$ cat config.mk
export PLATFORM = sky130hd
export DESIGN_NAME = ewd_top
export DESIGN_NICKNAME = d
export VERILOG_FILES = /design/src/rtl/ewd_pkg.sv /design/src/rtl/ewd_fsm.sv /design/src/rtl/ewd_core.sv /design/src/rtl/ewd_pack.sv /design/src/rtl/ewd_top.sv
export SDC_FILE = /design/constraint.sdc
export NUM_CORES = 1
export LEC_CHECK = 0
export ABC_AREA = 0
export BUFFER_PORTS_ARGS = -buffer_cell sky130_fd_sc_hd__buf_2
export CAP_MARGIN = 20
export CORE_ASPECT_RATIO = 1.5
export CORE_MARGIN = 2
export CORE_UTILIZATION = 50
export DETAILED_ROUTE_END_ITERATION = 6
export HOLD_SLACK_MARGIN = 0.02
export MAX_ROUTING_LAYER = met4
export PLACE_DENSITY = 0.71
export REMOVE_ABC_BUFFERS = 1
export SLEW_MARGIN = 30
export SYNTH_ARGS = -nofsm -noshare
export SYNTH_HDL_FRONTEND = slang
export SYNTH_SLANG_ARGS = --single-unit
$ cat constraint.sdc
create_clock -name clk -period 4.02 [get_ports clk]
set_input_delay 0.804 -clock clk [delete_from_list [all_inputs] [get_ports clk]]
set_output_delay 0.804 -clock clk [all_outputs]
set_load 0.005 [all_outputs]
$ cat src/rtl/ewd_pkg.sv
package ewd_pkg;
    typedef enum logic [1:0] {
        ST_IDLE = 2'd0,
        ST_ITER = 2'd1,
        ST_WRAP = 2'd2
    } ewd_state_e;
endpackage

$ cat src/rtl/ewd_fsm.sv
module ewd_fsm
    import ewd_pkg::*;
#(
    parameter int ITERS = 64
) (
    input  logic clk,
    input  logic rst_n,
    input  logic start,
    input  logic div_zero,
    output logic load,
    output logic fast,
    output logic step,
    output logic wrap,
    output logic busy
);
    localparam int CW = $clog2(ITERS);
    localparam logic [CW-1:0] LAST = CW'(ITERS - 1);

    ewd_state_e state, state_nx;
    logic [CW-1:0] cnt;

    // state register
    always_ff @(posedge clk) begin
        if (!rst_n) begin
            state <= ST_IDLE;
            cnt   <= '0;
        end else begin
            state <= state_nx;
            if (state == ST_ITER) cnt <= cnt + 1'b1;
            else                  cnt <= '0;
        end
    end

    // next state and outputs
    always_comb begin
        state_nx = state;
        load = 1'b0;
        fast = 1'b0;
        step = 1'b0;
        wrap = 1'b0;
        busy = 1'b1;
        unique case (state)
            ST_IDLE: begin
                busy = 1'b0;
                if (start) begin
                    if (div_zero) fast = 1'b1;      // fast finish
                    else begin
                        load     = 1'b1;            // launch
                        state_nx = ST_ITER;
                    end
                end
            end
            ST_ITER: begin
                step = 1'b1;
                if (cnt == LAST) state_nx = ST_WRAP; // last step
            end
            ST_WRAP: begin
                wrap     = 1'b1;
                state_nx = ST_IDLE;                 // retire
            end
            default: state_nx = ST_IDLE;
        endcase
    end

    // zero divisor never leaves idle
    a_r3_fast_stays_idle: assert property (@(posedge clk) disable iff (!rst_n)
        fast |=> state == ST_IDLE);
    // leave iteration exactly after the final step
    a_r8_wrap_after_last: assert property (@(posedge clk) disable iff (!rst_n)
        (state == ST_ITER && cnt == LAST) |=> state == ST_WRAP);
    // a running divide advances regardless of start
    a_r9_no_restart: assert property (@(posedge clk) disable iff (!rst_n)
        (state == ST_ITER && cnt != LAST) |=> (state == ST_ITER && cnt == $past(cnt) + 1'b1));
endmodule

$ cat src/rtl/ewd_core.sv
module ewd_core #(
    parameter int DW = 64
) (
    input  logic          clk,
    input  logic          rst_n,
    input  logic          load,
    input  logic          step,
    input  logic [DW-1:0] dvd_mag,
    input  logic [DW-1:0] dvs_mag,
    output logic [DW-1:0] quo
);
    logic [DW:0]   rem;
    logic [DW-1:0] dvs;
    logic [DW:0]   rem_sh;
    logic [DW+1:0] diff;

    always_comb begin
        rem_sh = {rem[DW-1:0], quo[DW-1]};
        diff   = {1'b0, rem_sh} - {2'b00, dvs};
    end

    always_ff @(posedge clk) begin
        if (!rst_n) begin
            rem <= '0;
            quo <= '0;
            dvs <= '0;
        end else if (load) begin
            rem <= '0;
            quo <= dvd_mag;
            dvs <= dvs_mag;
        end else if (step) begin
            if (diff[DW+1]) begin
                rem <= rem_sh;
                quo <= {quo[DW-2:0], 1'b0};
            end else begin
                rem <= diff[DW:0];
                quo <= {quo[DW-2:0], 1'b1};
            end
        end
    end

    // partial remainder always stays below the divisor during iteration
    a_r1_rem_bound: assert property (@(posedge clk) disable iff (!rst_n)
        $past(step) |-> rem < {1'b0, dvs});
endmodule

$ cat src/rtl/ewd_pack.sv
module ewd_pack #(
    parameter int DW   = 64,
    parameter int WORD = 32,
    parameter int XLEN = 64
) (
    input  logic [DW-1:0]   mag,
    input  logic            neg,
    output logic [XLEN-1:0] res,
    output logic            no_fit
);
    localparam logic [DW-1:0] LIM = DW'(1) << (WORD - 1);
    logic [WORD-1:0] q_word;

    always_comb begin
        no_fit = neg ? (mag > LIM) : (mag >= LIM);
        q_word = neg ? (~mag[WORD-1:0] + 1'b1) : mag[WORD-1:0];
    end

    generate
        if (XLEN > WORD) begin : g_ext
            assign res = {{(XLEN-WORD){q_word[WORD-1]}}, q_word};
        end else begin : g_flat
            assign res = q_word;
        end
    endgenerate
endmodule

$ cat src/rtl/ewd_top.sv
module ewd_top #(
    parameter int XLEN = 64,
    parameter int WORD = 32
) (
    input  logic            clk,
    input  logic            rst_n,
    input  logic            start,
    input  logic [XLEN-1:0] opa,
    input  logic [XLEN-1:0] opb,
    input  logic            ovf_en,
    output logic [XLEN-1:0] result,
    output logic            done,
    output logic            busy,
    output logic            so_flag,
    output logic            ov_flag
);
    localparam int DW = 2 * WORD;

    logic [WORD-1:0] a_w, b_w;
    logic [DW-1:0]   dvd_s, dvs_s, dvd_mag, dvs_mag, quo;
    logic            div_zero, load, fast, step, wrap;
    logic            neg_q, oe_q, no_fit;
    logic [XLEN-1:0] packed_res;

    always_comb begin
        a_w      = opa[WORD-1:0];
        b_w      = opb[WORD-1:0];
        dvd_s    = {a_w, {WORD{1'b0}}};
        dvs_s    = {{WORD{b_w[WORD-1]}}, b_w};
        dvd_mag  = a_w[WORD-1] ? (~dvd_s + 1'b1) : dvd_s;
        dvs_mag  = b_w[WORD-1] ? (~dvs_s + 1'b1) : dvs_s;
        div_zero = (b_w == '0);
    end

    ewd_fsm #(.ITERS(DW)) fsm_i (
        .clk(clk), .rst_n(rst_n), .start(start), .div_zero(div_zero),
        .load(load), .fast(fast), .step(step), .wrap(wrap), .busy(busy)
    );

    ewd_core #(.DW(DW)) core_i (
        .clk(clk), .rst_n(rst_n), .load(load), .step(step),
        .dvd_mag(dvd_mag), .dvs_mag(dvs_mag), .quo(quo)
    );

    ewd_pack #(.DW(DW), .WORD(WORD), .XLEN(XLEN)) pack_i (
        .mag(quo), .neg(neg_q), .res(packed_res), .no_fit(no_fit)
    );

    always_ff @(posedge clk) begin
        if (!rst_n) begin
            result  <= '0;
            done    <= 1'b0;
            so_flag <= 1'b0;
            ov_flag <= 1'b0;
            neg_q   <= 1'b0;
            oe_q    <= 1'b0;
        end else begin
            done <= 1'b0;
            if (load) begin
                neg_q <= a_w[WORD-1] ^ b_w[WORD-1];
                oe_q  <= ovf_en;
            end
            if (fast) begin
                result <= '0;
                done   <= 1'b1;
                if (ovf_en) begin
                    so_flag <= 1'b1;
                    ov_flag <= 1'b1;
                end
            end else if (wrap) begin
                result <= no_fit ? '0 : packed_res;
                done   <= 1'b1;
                if (oe_q) begin
                    ov_flag <= no_fit;
                    if (no_fit) so_flag <= 1'b1;
                end
            end
        end
    end

    // an enabled overflow always comes with a zero result
    a_r2_ovf_zero: assert property (@(posedge clk) disable iff (!rst_n)
        $rose(ov_flag) |-> result == '0);
    // summary flag is sticky
    a_r6_so_sticky: assert property (@(posedge clk) disable iff (!rst_n)
        !$fell(so_flag));
    // done lasts one cycle unless a zero-divisor start follows at once
    a_r8_done_pulse: assert property (@(posedge clk) disable iff (!rst_n)
        (done && !(start && div_zero)) |=> !done);
    // outputs move only with done
    a_r10_result_stable: assert property (@(posedge clk) disable iff (!rst_n)
        !done |-> ($stable(result) && $stable(so_flag) && $stable(ov_flag)));

    generate
        if (XLEN > WORD) begin : g_sx_chk
            // upper half mirrors the word sign
            a_r1_sign_ext: assert property (@(posedge clk) disable iff (!rst_n)
                done |-> result[XLEN-1:WORD] == {(XLEN-WORD){result[WORD-1]}});
        end
    endgenerate
endmodule

Word-level counts from Yosys, hierarchy flattened
Index checks and enable logic that the tools add are counted.
W data, S select, Z words.
{"block": "totals", "regBits": 269, "latch_bits": 0, "mem_bits_rw": 0, "mem_bits_ro": 0, "input_bits": 132, "output_inout_bits": 68, "wordCells": 74, "mem_count": 0}
{"block": "classes", "addsub": 5, "n_mul": 0, "n_div": 0, "n_lt_le_gt_ge": 2, "eq_ne": 7, "n_shift": 0, "muxes": 32, "bitwise": 5, "n_reduce_logical": 12}
{"op": "$mux W64", "count": 6}
{"op": "$add A64 B1 Y64 const B", "count": 2}
{"op": "$not A64 Y64", "count": 2}
{"op": "$sub A65 B64 Y66", "count": 1}
{"op": "$ge A64 B32 Y1 const B", "count": 1}
{"op": "$gt A64 B32 Y1 const B", "count": 1}
{"op": "$add A32 B1 Y32 const B", "count": 1}
{"op": "$logic_not A32 Y1", "count": 1}
{"op": "$mux W32", "count": 1}
{"op": "$not A32 Y32", "count": 1}
{"op": "$mux W1", "count": 21}
{"op": "$ne A2 B2 Y1 const B", "count": 4}
{"op": "$reduce_bool A2 Y1", "count": 4}
{"op": "$add A6 B1 Y6 const B", "count": 1}
{"op": "$eq A6 B6 Y1 const B", "count": 1}
{"op": "$mux W2", "count": 3}
{"op": "$reduce_and A3 Y1", "count": 2}
{"op": "$pmux W2 S2", "count": 1}
{"op": "$reduce_and A4 Y1", "count": 1}
{"op": "$reduce_or A2 Y1", "count": 2}
{"op": "$eq A2 B1 Y1 const B", "count": 1}
{"op": "$eq A2 B2 Y1 const B", "count": 1}
{"op": "$logic_not A2 Y1", "count": 1}
{"op": "$reduce_and A2 Y1", "count": 1}
{"op": "2 further kinds", "count": 2}

Depth between registers and ports, before layout
{"block": "logic_depth", "word_depth": 6, "mapped_depth": 15, "ltp_nobuf": 14}

By module
A second synthesis with hierarchy kept.
{"block": "unflattened", "cells_unflattened": 2229, "area_unflattened_um2": 17708.2}
{"module": "ewd_core", "instances": 1, "cells_per_inst": 1550, "area_per_inst_um2": 12255.5, "seq_area_each_um2": 3843.7}
{"module": "ewd_top", "instances": 1, "cells_per_inst": 494, "area_per_inst_um2": 4008.8, "seq_area_each_um2": 1381.3}
{"module": "ewd_pack", "instances": 1, "cells_per_inst": 147, "area_per_inst_um2": 1107.3, "seq_area_each_um2": 0.0}
{"module": "ewd_fsm", "instances": 1, "cells_per_inst": 38, "area_per_inst_um2": 336.6, "seq_area_each_um2": 160.2}

Worst setup path after synthesis
Ideal clock, no wire load.
{"block": "synth_path", "path_kind": "input -> register", "startpoint": "input opb[7]", "endpoint": "register core_i.dvs[11]", "setup_time_ns": 0.116, "arrival_time_ns": 3.246, "required_ns": 3.904, "slack_ns": 0.658, "stages": 10, "path_buffers": 3, "cell_sequence": "or4_1 > or3_1 > nor3_2 > nand3_1 > or4_4 > nor2b_1 > buf_2 > buf_6 > buf_6 > o211a_1"}
{"block": "synth_via", "elab_chain_len": 4, "word_cells_on_any_way": 7, "classes_between": "1 x add/sub; 4 x mux; 1 x bitwise; 1 x reduce/logical"}
{"element": "start, declared", "line": "ewd_top.sv:9", "source": "input logic [XLEN-1:0] opb,"}
{"element": "parallel branches: the longest is 4 deep, another holds $add A64 B1 Y64"}
{"element": "end signal, assigned", "line": "ewd_core.sv:30", "source": "dvs <= dvs_mag;"}
{"element": "end, declared", "line": "ewd_core.sv:13", "source": "logic [DW-1:0] dvs;"}
Several ways; the timed one is not identified.
A chain may end at the register's enable or synchronous reset.

Worst setup path after layout
{"block": "layout_path", "startpoint": "register core_i.dvs[58]", "endpoint": "register core_i.rem[1]"}
{"block": "layout_via", "elab_chain_len": 2}
{"element": "$sub A65 B64 Y66", "line": "ewd_core.sv:19", "source": "diff = {1'b0, rem_sh} - {2'b00, dvs};"}
{"element": "$mux W64", "line": "ewd_core.sv:32", "source": "if (diff[DW+1]) begin"}
{"element": "end signal, assigned", "line": "ewd_core.sv:33", "source": "rem <= rem_sh;"}
{"element": "end signal, assigned", "line": "ewd_core.sv:36", "source": "rem <= diff[DW:0];"}
{"element": "end, declared", "line": "ewd_core.sv:12", "source": "logic [DW:0] rem;"}
Every way passes these cells.

==> metrics.txt <==
Max H-tree Level 1; cell family with most CP delay compound AO/OA/AOI/OAI gates; most area-hungry cell type in the Yosys netlist dfxtp_1; Comb power frac 56.7%; clk buf depth 3; LEAKAGE between 7 and 8 nW; clk_skew ~0.013 ns; HPWL after detailed placement 26.1 mm; first-pass GRT wire length 60.6 mm; CTS resizes 0; Core Region 29,300 um2; Post-synth EDFFs 0; max_slew headroom 39.7%; Buf+Inv Stages, Crit Path 2; largest net degree at the start of global routing 63; Synth cell types 74; Clock Sinks 237; post-synthesis instance area 14,800 um2; worst-case reg-to-reg path depth 13; R2R Path Start core_i.dvs[58]$_SDFFE_PN0P_; initial detailed-routing violation count between 700 and 800; Largest stage delay, worst path ~0.56 ns; post-synthesis register bit count 237; clock tree from TritonCTS built; fillers 2,820; Peak VDD IR roughly 0.75 mV; WP data required 4.49 ns; CP Depth 13; DRC errors left 0; clock network fraction of design power 20.2%; Design Power 11.7 mW; CP endpoint kind flop; CP startpoint kind flop; WP data arrival 4.16 ns; WHS Endpoint core_i.dvs[62]$_SDFFE_PN0P_; Tmin final roughly 3.7 ns; Flop pwr share 23.1%; Pwr Density between 700 and 800 nW/um2; worst setup path class flop to flop; multi-input logic area 9010 um2; critical path fanouts, max 42; initial antenna violation count 2; Port Buffers 135; fin. max-slew vios 0; drt total wl 36.1 mm; post-synthesis sequential area ratio 32.0%; GRT Total Usage 23.9%; Tcrit/Tclk final 91.7%; Synth Instances 1,894; GPL Wtd Cong about 0.94; Syn Area/Cell roughly 7.8 um2; Die H 215 um; worst slew pin tran 0.904 ns; worst reg-to-reg setup slack 0.34 ns; clk root buf clkbuf_16; routed vias around 13k; yosys synthesis warning count 0; die area just over 30,000 um2; Initial Util about half; Avg WL per Cell 15.4 um; number of global-route vias before repair 12.7k; area grow syn2layout 10.6%; Max-Cap Viols 0; die width between 100 and 150 um; worst reg2reg endpoint core_i.rem[1]$_SDFFE_PP0P_; Switching Fraction 43.8%; Sequential Area 4740 um2; fraction of final layout cells sized beyond drive strength 1 12.3%; TritonRoute pass-1 iters 5; Hold Crit Depth 2; P_int 6.57 mW; Nets 2,139; Fin Setup TNS 0 ns; outcome finished clean; most frequent cell after synthesis dfxtp_1; Hold Crit Start core_i.dvs[62]$_SDFFE_PN0P_; Yosys top cell area share 32.0%; CP cell instances inv_1 -> ha_1 -> a21o_1 -> a21o_1 -> a21oi_1 -> o21ai_0 -> a2111oi_0 -> o21ai_0 -> a41oi_4 -> buf_4 -> mux2i_1 -> nand2_1 -> a21oi_1; main flop type after synthesis dfxtp_1; Setup WS post-layout between 0.3 and 0.4 ns; RSZ-0062 raised after global routing false; Hold Slack between 0.4 and 0.5 ns; Post-synth ARST share 0%; worst hold path class flop to flop; Area contributors post-synth dfxtp_1 32%, nand2_1 6.0%, ha_1 5.7%, xor2_1 4.7%, a21oi_1 4.5%; Rows 77; grt ovf 0; Max Clk Rate ~270 MHz; pre-CTS WS 0.101 ns; # setup viols final 0; Num CTS Buffers 24; placed insts ~2.3k; Psw 5.13 mW; final hold violation count 0; synth cell count leaders 237 x dfxtp_1, 236 x nand2_1, 167 x nor2_1, 134 x a21oi_1; hold_buf cts 0; Vias/cell 5.66; critical path's slowest cell a2111oi_0; non-filler cells, final roughly 2.3k; Post-CTS Setup Inserts 0; Ports 200; Clock Latency Late Sink 0.54 ns; post-route ant nets 0; CTS clk-pin slew, worst paths around 0.060 ns
-- layout by cell type (no fill, tap or decap), types with 12 or more instances in the layout --
master / count
buf_4: 32
or4_1: 12
clkbuf_16: 24
o211a_1: 48
nand4_1: 23
o21ai_0: 90
a21o_1: 33
nand2b_1: 12
nor2_1: 167
ha_1: 68
nand2_1: 236
nor2b_1: 13
nor3_1: 40
nor4_1: 14
o41ai_1: 13
xor2_1: 80
inv_1: 93
nand3_1: 74
buf_2: 135
o211ai_1: 14
a21oi_1: 134
dfxtp_1: 237
xnor2_1: 72
a211oi_1: 33
and3_1: 35
o31ai_1: 24
a22o_1: 33
-- cell families (layout without fill, tap and decap cells) --
group	count (synthesis)	count (layout)	share of synthesized area (%)
AND/OR/NAND/NOR	674	674	21.4
XOR/XNOR	152	152	8.99
adder cells (fa/ha/maj)	69	69	5.88
flip-flops	237	237	32.0
AO/OA/AOI/OAI	507	507	23.6
multiplexers	10	10	0.684
buffers and inverters	245	303	7.41
other	0	2	0
-- worst reg2reg max path: stages (launching register included) --
cell       delay (ns)
dfxtp_1          0.31
inv_1            0.06
ha_1             0.38
a21o_1           0.21
a21o_1           0.17
a21oi_1          0.20
o21ai_0          0.12
a2111oi_0        0.56
o21ai_0          0.28
a41oi_4          0.33
buf_4            0.46
mux2i_1          0.29
nand2_1          0.08
a21oi_1          0.17
-- how the worst max path moves through the flow --
stage	to	startpoint	slack, ns
after global placement	core_i.rem[63]$_SDFFE_PP0P_	opb[7]	0.22
after detailed placement	core_i.rem[25]$_SDFFE_PP0P_	opb[7]	0.10
after floorplan	core_i.rem[63]$_SDFFE_PP0P_	fsm_i.state[0]$_SDFFE_PN0P_	-1.45
after global routing	core_i.rem[48]$_SDFFE_PP0P_	core_i.quo[63]$_SDFFE_PN0P_	0.01
after CTS	core_i.rem[1]$_SDFFE_PP0P_	core_i.dvs[58]$_SDFFE_PN0P_	0.29
final	core_i.rem[1]$_SDFFE_PP0P_	core_i.dvs[58]$_SDFFE_PN0P_	0.34
-- power by group through the flow --
stage               combinational [mW]  sequential, mW  clock, mW
floorplan                         3.46            2.67          0
global placement                  6.49            2.74          0
detailed placement                6.54            2.75          0
CTS                               6.60            2.70       2.42
global route                      7.36            2.73       2.50
finish                            6.63            2.70       2.37
-- per-layer routing --
layer,GRT usage [%],wire length [um],vias to the layer above
met5,-,0,-
met4,8.93,1200,0
met3,2.30,1220,82
met2,41.9,18700,274
met1,28.0,15000,6211
li1,-,-,6740
-- cell type report --
type / instances / share of cell area, %
tap: 395 / 3.02
multi-input combinational: 1412 / 55.0
clock inverter: 9 / 0.955
clock buffer: 31 / 4.07
sequential: 237 / 29.0
inverter: 94 / 2.15
timing repair buffer: 169 / 5.83
antenna: 2 / 0.0305
-- sequential cells by signal, indices dropped and copies added, names as in the netlist --
name and cells:
core_i.dvs 64, core_i.quo 64, core_i.rem 64, result 32
fsm_i.cnt 6, fsm_i.state 2, done 1, neg_q 1
oe_q 1, ov_flag 1, so_flag 1
-- through the flow --
stage,util (%),instance area [um2]
floorplan,-,14100
global route,55.9,16400
detailed placement,53.1,15600
CTS,55.9,16400
finish,55.9,16400
global placement,53.1,15500
No activity file was read; power rests on OpenSTA's default activity.
